<file path="config.mk">
export PLATFORM = sky130hd
export DESIGN_NAME = i2c_synth_ctrl
export DESIGN_NICKNAME = d
export VERILOG_FILES = /design/src/rtl/i2c_synth_pkg.sv /design/src/rtl/i2c_line_sync.sv /design/src/rtl/i2c_synth_regs.sv /design/src/rtl/i2c_synth_ctrl.sv
export SDC_FILE = /design/constraint.sdc
export NUM_CORES = 1
export LEC_CHECK = 0
export CAP_MARGIN = 30
export CELL_PAD_IN_SITES_DETAIL_PLACEMENT = 2
export CELL_PAD_IN_SITES_GLOBAL_PLACEMENT = 2
export CORE_MARGIN = 2
export CORE_UTILIZATION = 37
export CTS_BUF_LIST = sky130_fd_sc_hd__clkbuf_8 sky130_fd_sc_hd__clkbuf_16
export DETAILED_ROUTE_END_ITERATION = 12
export GPL_TIMING_DRIVEN = 0
export PLACE_DENSITY_LB_ADDON = 0.1
export SETUP_SLACK_MARGIN = 0.3
export SYNTH_ARGS = -nofsm -noshare
export SYNTH_HDL_FRONTEND = slang
export SYNTH_SLANG_ARGS = --single-unit
</file>
<file path="constraint.sdc">
create_clock -name clk_i -period 2.9 [get_ports clk_i]
set_clock_uncertainty 0.15 [all_clocks]
set_input_delay 0.29 -clock clk_i [delete_from_list [all_inputs] [get_ports clk_i]]
set_output_delay 0.29 -clock clk_i [all_outputs]
set_load 0.05 [all_outputs]
</file>
<file path="src/rtl/i2c_synth_pkg.sv">
package i2c_synth_pkg;
  typedef enum logic [2:0] {
    ST_IDLE,
    ST_ADDR,
    ST_ADDR_ACK,
    ST_WDATA,
    ST_WACK,
    ST_RDATA,
    ST_RACK,
    ST_IGNORE
  } bus_st_e;
endpackage

</file>
<file path="src/rtl/i2c_line_sync.sv">
module i2c_line_sync #(
  parameter int SYNC_STAGES = 2
) (
  input  logic clk_i,
  input  logic rst_ni,
  input  logic scl_i,
  input  logic sda_i,
  output logic sda_s_o,
  output logic scl_rise_o,
  output logic scl_fall_o,
  output logic start_o,
  output logic stop_o
);
  logic [SYNC_STAGES-1:0] scl_sh, sda_sh;
  logic scl_d, sda_d, scl_s;

  always_ff @(posedge clk_i or negedge rst_ni) begin
    if (!rst_ni) begin
      scl_sh <= '1;
      sda_sh <= '1;
      scl_d  <= 1'b1;
      sda_d  <= 1'b1;
    end else begin
      scl_sh <= {scl_sh[SYNC_STAGES-2:0], scl_i};
      sda_sh <= {sda_sh[SYNC_STAGES-2:0], sda_i};
      scl_d  <= scl_sh[SYNC_STAGES-1];
      sda_d  <= sda_sh[SYNC_STAGES-1];
    end
  end

  assign scl_s      = scl_sh[SYNC_STAGES-1];
  assign sda_s_o    = sda_sh[SYNC_STAGES-1];
  assign scl_rise_o = scl_s & ~scl_d;
  assign scl_fall_o = ~scl_s & scl_d;
  // SDA moving while SCL is steadily high
  assign start_o    = scl_s & scl_d & sda_d & ~sda_s_o;
  assign stop_o     = scl_s & scl_d & ~sda_d & sda_s_o;
endmodule

</file>
<file path="src/rtl/i2c_synth_regs.sv">
module i2c_synth_regs #(
  parameter int FREQ_W = 15,
  parameter int BYTE_W = 8
) (
  input  logic              clk_i,
  input  logic              rst_ni,
  input  logic              txn_start_i,
  input  logic              stop_i,
  input  logic              byte_vld_i,
  input  logic [BYTE_W-1:0] byte_i,
  output logic [FREQ_W-1:0] freq_o,
  output logic [BYTE_W-1:0] ctrl_c_o,
  output logic [BYTE_W-1:0] ctrl_d_o
);
  localparam int HI_W = FREQ_W - BYTE_W;

  logic            second_q, ctrl_pair_q, pend_q;
  logic [HI_W-1:0] hi_q;

  always_ff @(posedge clk_i or negedge rst_ni) begin
    if (!rst_ni) begin
      second_q    <= 1'b0;
      ctrl_pair_q <= 1'b0;
      pend_q      <= 1'b0;
      hi_q        <= '0;
      freq_o      <= '0;
      ctrl_c_o    <= '0;
      ctrl_d_o    <= '0;
    end else if (txn_start_i) begin
      second_q <= 1'b0;
      pend_q   <= 1'b0;
    end else if (stop_i) begin
      // half-received frequency pair: load the upper part only
      if (pend_q) freq_o <= {hi_q, freq_o[BYTE_W-1:0]};
      pend_q   <= 1'b0;
      second_q <= 1'b0;
    end else if (byte_vld_i) begin
      if (!second_q) begin
        second_q    <= 1'b1;
        ctrl_pair_q <= byte_i[BYTE_W-1];
        if (byte_i[BYTE_W-1]) begin
          ctrl_c_o <= byte_i;
        end else begin
          hi_q   <= byte_i[HI_W-1:0];
          pend_q <= 1'b1;
        end
      end else begin
        second_q <= 1'b0;
        if (ctrl_pair_q) begin
          ctrl_d_o <= byte_i;
        end else begin
          freq_o <= {hi_q, byte_i};
          pend_q <= 1'b0;
        end
      end
    end
  end
endmodule

</file>
<file path="src/rtl/i2c_synth_ctrl.sv">
module i2c_synth_ctrl
  import i2c_synth_pkg::*;
#(
  parameter int   SEL_W       = 2,
  parameter int   FREQ_W      = 15,
  parameter int   BYTE_W      = 8,
  parameter int   SYNC_STAGES = 2,
  parameter logic [BYTE_W-2-SEL_W:0] ADDR_BASE = 5'b11000
) (
  input  logic              clk_i,
  input  logic              rst_ni,
  input  logic              scl_i,
  input  logic              sda_i,
  output logic              sda_oe_o,
  input  logic [SEL_W-1:0]  addr_sel_i,
  input  logic              por_flag_i,
  input  logic              lock_i,
  output logic [FREQ_W-1:0] freq_word_o,
  output logic [BYTE_W-1:0] ctrl_c_o,
  output logic [BYTE_W-1:0] ctrl_d_o
);
  localparam int ADDR_W = BYTE_W - 1;
  localparam int CNT_W  = $clog2(BYTE_W + 1);

  logic sda_s, scl_rise, scl_fall, start_evt, stop_evt;

  i2c_line_sync #(.SYNC_STAGES(SYNC_STAGES)) u_sync (
    .clk_i      (clk_i),
    .rst_ni     (rst_ni),
    .scl_i      (scl_i),
    .sda_i      (sda_i),
    .sda_s_o    (sda_s),
    .scl_rise_o (scl_rise),
    .scl_fall_o (scl_fall),
    .start_o    (start_evt),
    .stop_o     (stop_evt)
  );

  bus_st_e           st_q;
  logic [CNT_W-1:0]  cnt_q;
  logic [BYTE_W-1:0] sh_q, tx_q, status, rx_byte;
  logic              oe_q, rw_q, rd_act_q, por_q, mack_q;
  logic              full, last_bit, wr_byte_vld, ignore_st;
  logic [ADDR_W-1:0] my_addr;

  assign rx_byte     = {sh_q[BYTE_W-2:0], sda_s};
  assign full        = (cnt_q == CNT_W'(BYTE_W));
  assign last_bit    = (cnt_q == CNT_W'(BYTE_W - 1));
  assign my_addr     = {ADDR_BASE, addr_sel_i};
  assign wr_byte_vld = (st_q == ST_WDATA) && scl_rise && last_bit;
  assign ignore_st   = (st_q == ST_IGNORE);
  assign sda_oe_o    = oe_q;

  always_comb begin
    status             = '0;
    status[BYTE_W-1]   = por_q;
    status[BYTE_W-2]   = lock_i;
  end

  always_ff @(posedge clk_i or negedge rst_ni) begin
    if (!rst_ni) por_q <= 1'b1;
    else if (por_flag_i) por_q <= 1'b1;
    else if (stop_evt && rd_act_q) por_q <= 1'b0;
  end

  always_ff @(posedge clk_i or negedge rst_ni) begin
    if (!rst_ni) begin
      st_q     <= ST_IDLE;
      cnt_q    <= '0;
      sh_q     <= '0;
      tx_q     <= '0;
      oe_q     <= 1'b0;
      rw_q     <= 1'b0;
      rd_act_q <= 1'b0;
      mack_q   <= 1'b0;
    end else if (start_evt) begin
      st_q     <= ST_ADDR;
      cnt_q    <= '0;
      oe_q     <= 1'b0;
      rd_act_q <= 1'b0;
    end else if (stop_evt) begin
      st_q     <= ST_IDLE;
      oe_q     <= 1'b0;
      rd_act_q <= 1'b0;
    end else begin
      unique case (st_q)
        ST_ADDR: begin
          if (scl_rise && !full) begin
            sh_q  <= rx_byte;
            cnt_q <= cnt_q + CNT_W'(1);
          end else if (scl_fall && full) begin
            if (sh_q[BYTE_W-1:1] == my_addr) begin
              oe_q <= 1'b1;
              rw_q <= sh_q[0];
              st_q <= ST_ADDR_ACK;
            end else begin
              st_q <= ST_IGNORE;
            end
          end
        end
        ST_ADDR_ACK: begin
          if (scl_fall) begin
            cnt_q <= '0;
            if (rw_q) begin
              tx_q     <= status;
              oe_q     <= ~status[BYTE_W-1];
              rd_act_q <= 1'b1;
              st_q     <= ST_RDATA;
            end else begin
              oe_q <= 1'b0;
              st_q <= ST_WDATA;
            end
          end
        end
        ST_WDATA: begin
          if (scl_rise && !full) begin
            sh_q  <= rx_byte;
            cnt_q <= cnt_q + CNT_W'(1);
          end else if (scl_fall && full) begin
            oe_q <= 1'b1;
            st_q <= ST_WACK;
          end
        end
        ST_WACK: begin
          if (scl_fall) begin
            oe_q  <= 1'b0;
            cnt_q <= '0;
            st_q  <= ST_WDATA;
          end
        end
        ST_RDATA: begin
          if (scl_fall) begin
            if (last_bit) begin
              oe_q   <= 1'b0;
              mack_q <= 1'b0;
              st_q   <= ST_RACK;
            end else begin
              tx_q  <= tx_q << 1;
              oe_q  <= ~tx_q[BYTE_W-2];
              cnt_q <= cnt_q + CNT_W'(1);
            end
          end
        end
        ST_RACK: begin
          if (scl_rise) begin
            if (!sda_s) mack_q <= 1'b1;
            else        st_q   <= ST_IGNORE;  // no master ack: act as stopped
          end else if (scl_fall && mack_q) begin
            tx_q  <= status;
            oe_q  <= ~status[BYTE_W-1];
            cnt_q <= '0;
            st_q  <= ST_RDATA;
          end
        end
        default: ;
      endcase
    end
  end

  i2c_synth_regs #(.FREQ_W(FREQ_W), .BYTE_W(BYTE_W)) u_regs (
    .clk_i       (clk_i),
    .rst_ni      (rst_ni),
    .txn_start_i (start_evt),
    .stop_i      (stop_evt),
    .byte_vld_i  (wr_byte_vld),
    .byte_i      (rx_byte),
    .freq_o      (freq_word_o),
    .ctrl_c_o    (ctrl_c_o),
    .ctrl_d_o    (ctrl_d_o)
  );
endmodule

</file>
==> flow_summary.toml <==
[critical_path]
worstPathMaxFanout = 9
r2r_slack_ns = 0.46
crit_required_ns = 2.98
r2r_start = "u_sync.sda_sh[1]"
slowest_delay_ns = 0.55
cp_slowest_cell = "nor2_1"
cp.arrival_ns = 2.52
r2r_cells = 6
critPathKind = "reg -> reg"
cp-start-kind = "register"
path_cells = "buf_2 > xnor2_1 > nor2_1 > a221oi_2 > o21bai_1 > mux2_2"
endpoint_kind = "register"
rr_endpoint = "st_q[2]"

[power_and_ir_drop]
fin_total_pwr_mw = 2.59
p_leak_nw = 1.73
ir_worst_vdd_uv = 294
p_per_area_mw_per_mm2 = 688

[grt]
grt_pass1_wl_um = 12400
grt_overflow = 0
antenna_found_initial = 0
grt_pass1_vias = 2278
grt_max_degree = 69
track_usage_pct = 18.5

[layout]
diodes = 0
utilization_pct = 48.2
nFillCells = 800
layout.nets = 299
stdcell_area_mm2 = 0.00376
area_delta_synth_final_pct = 24.7
fin_cells = 396
drive_gt1_share_pct = 29.3

[synthesis]
synthDistinctLibCells = 44
ys_seq_area_share_pct = 56.7
synth-main-ff-cell = "dfrtp_1"
netlist_instances = 237
muxShareOfSynthArea_pct = 19.0
synth_edf_count = 0
synth_top_area_share_pct = 50.6
syn-num-nets = 247
syn_area_per_cell_um2 = 12.7
yosys.area_share.xor_xnor_pct = 1.45
synth_most_common_cell = "dfrtp_1"
synth_top_family_by_area = "multiplexers"
synth_seq_cells = 68
ys_warn_count = 0
syn_area_mm2 = 0.00302
synth-compound-area-share_pct = 8.58
synthSimpleGateAreaFrac_pct = 11.6
synthArstFlopShare_pct = 100
ys_top_cells_by_area = "dfrtp_1, mux2_2, dfstp_2"
synth_common_cells = "dfrtp_1, mux2_2, nor2_1"
synthAdderAreaFrac_pct = 0.829
synth.largest_area_cell = "dfrtp_1"

[routing]
wirelength_um = 7410
drc = 0
vias_per_cell = 5.32
ant_nets = 0
drt_iter0_markers = 69
drtPass1Iterations = 4
via_count = 2108
wl_per_cell_um = 18.7

[clock_tree]
cts.clk_slew.worst_paths_ns = 0.07
numCtsBuffers = 9
cts_sinks = 68
htreeDepth = 3
clockBufferDepth = 2
cts_root_buf = "clkbuf_8"
clock_latency_ns = 0.35
cts_tree = "done"

[sta]
rsz0062_at_grt = "false"
final-setup-viol-count = 0
fmax_ghz = 0.410
period_needed_ns = 2.44
period_share_pct = 84.0
maxSlewViolCount = 0
slew_headroom_pct = 42.5
timing_hold_violations_final = 0
tns_ns = 0
tightest_slew_ns = 0.862

[floorplanning]
fp-row-count = 32
die_w_um = 94.3
num_io_pins = 40
start_util_pct = 38.7
dieArea_mm2 = 0.00890
design.core.area_mm2 = 0.00781
die_y_um = 94.3

[placed_design]
place_area_mm2 = 0.00353
dp_hpwl_um = 5050
place_congestion = 0.861
dp_cells = 378
port_buffers = 39

[status]
status = "complete, no violations"

[min_path]
hold_depth = 1
worst_hold_path.endpoint = "u_sync.sda_sh[0]"
hold_path.class = "in -> reg"
hold_start = "sda_i"

[job]
maxCapViolations = 0
==> layer usage <==
metal,vias to the layer above,global-route usage (%),wire (um),share of wire [%]
li1,958,-,-,-
met1,1097,26.0,3560,48
met2,42,28.5,3440,46
met3,11,4.39,302,4.1
met4,0,6.16,106,1.4
met5,-,0,0,0
==> registers in the layout, summed over array words and instances (netlist names) <==
signal	cells
u_regs.freq_o	15
u_sync.sda_d	1
u_regs.ctrl_d_o	8
mack_q	1
sda_oe_o	1
u_regs.second_q	1
u_regs.ctrl_c_o	8
st_q	3
u_sync.scl_d	1
por_q	1
u_regs.pend_q	1
u_regs.hi_q	7
rd_act_q	1
u_sync.sda_sh	2
rw_q	1
tx_q	1
cnt_q	4
u_regs.ctrl_pair_q	1
u_sync.scl_sh	2
sh_q	8
==> worst max-delay path: cells and delay by family, from the launching register on <==
kind	cells	cell delay [ns]
muxes	1	0.34
AOI/OAI and AO/OA	2	0.40
xor gates and xnor gates	1	0.12
buffers and inverters	1	0.24
and+or+nand+nor	1	0.55
DFF	1	0.53
==> cell usage in the layout, fill, tap and decap left out, drive strengths merged, types with 2 or more instances in the layout <==
| master | count |
|---|---|
| a21o | 3 |
| a21oi | 10 |
| a32o | 2 |
| and3 | 2 |
| buf | 6 |
| clkbuf | 12 |
| clkdlybuf4s50 | 38 |
| clkinv | 5 |
| dfrtp | 61 |
| dfstp | 7 |
| ha | 2 |
| inv | 6 |
| mux2 | 50 |
| nand2 | 10 |
| nand2b | 4 |
| nand3 | 4 |
| nand3b | 4 |
| nor2 | 15 |
| nor2b | 6 |
| nor3 | 3 |
| nor3b | 2 |
| o21ai | 14 |
| o21bai | 2 |
| o31ai | 4 |
| xor2 | 4 |
==> per-stage QoR <==
stage               hold WS [ns]  setup slack [ns]
floorplan                 -0.156             0.755
global placement           0.196            -0.993
detailed placement         0.201             0.267
CTS                        0.185             0.334
global route               0.181             0.326
finish                     0.199             0.463
==> cell families after synthesis <==
family | Yosys count
muxes | 51
adders and majority gates | 2
and+or+nand+nor | 58
DFF | 68
buffers and inverters | 12
AOI/OAI and AO/OA | 41
xor gates and xnor gates | 5
==> power by group <==
part | total (mW) | switching, mW | internal [mW]
Sequential | 1.18 | 0.140 | 1.04
Combinational | 0.618 | 0.343 | 0.275
Clock | 0.791 | 0.389 | 0.401
Total | 2.59 | 0.872 | 1.72
==> how the worst max path moves through the flow <==
| stage | from | endpoint | slack [ns] | cells past startpoint |
|---|---|---|---|---|
| after floorplan | u_sync.scl_sh[1] | u_regs.freq_o[10] | 0.76 | 6 |
| after global placement | rst_ni | u_regs.ctrl_d_o[6] | -0.99 | 1 |
| after detailed placement | addr_sel_i[1] | rw_q | 0.27 | 5 |
| after CTS | u_sync.sda_sh[1] | st_q[2] | 0.33 | 6 |
| after global routing | u_sync.sda_sh[1] | st_q[2] | 0.33 | 6 |
| final | u_sync.sda_sh[1] | st_q[2] | 0.46 | 6 |
==> cell type report <==
cell class | instances | area (um2) | share of cell area (%)
inverters | 5 | 18.8 | 0.499
clock buffers | 9 | 124 | 3.29
plain buffers | 7 | 40.0 | 1.06
repair buffers | 41 | 405 | 10.8
well taps | 102 | 128 | 3.39
clock inverters | 7 | 75.1 | 1.99
multi-input cells | 157 | 1260 | 33.5
flip-flops and latches | 68 | 1710 | 45.4
==> timing repair <==
action / CTS / global route
endpoints found under the hold margin: 61 / 0
pin swaps: 1 / 0
hold buffers: 1 / 0
endpoints found under the setup margin: 7 / 5
gates resized for setup: 0 / 2
setup buffers: 1 / 0
No activity file was read; power rests on OpenSTA's default activity.
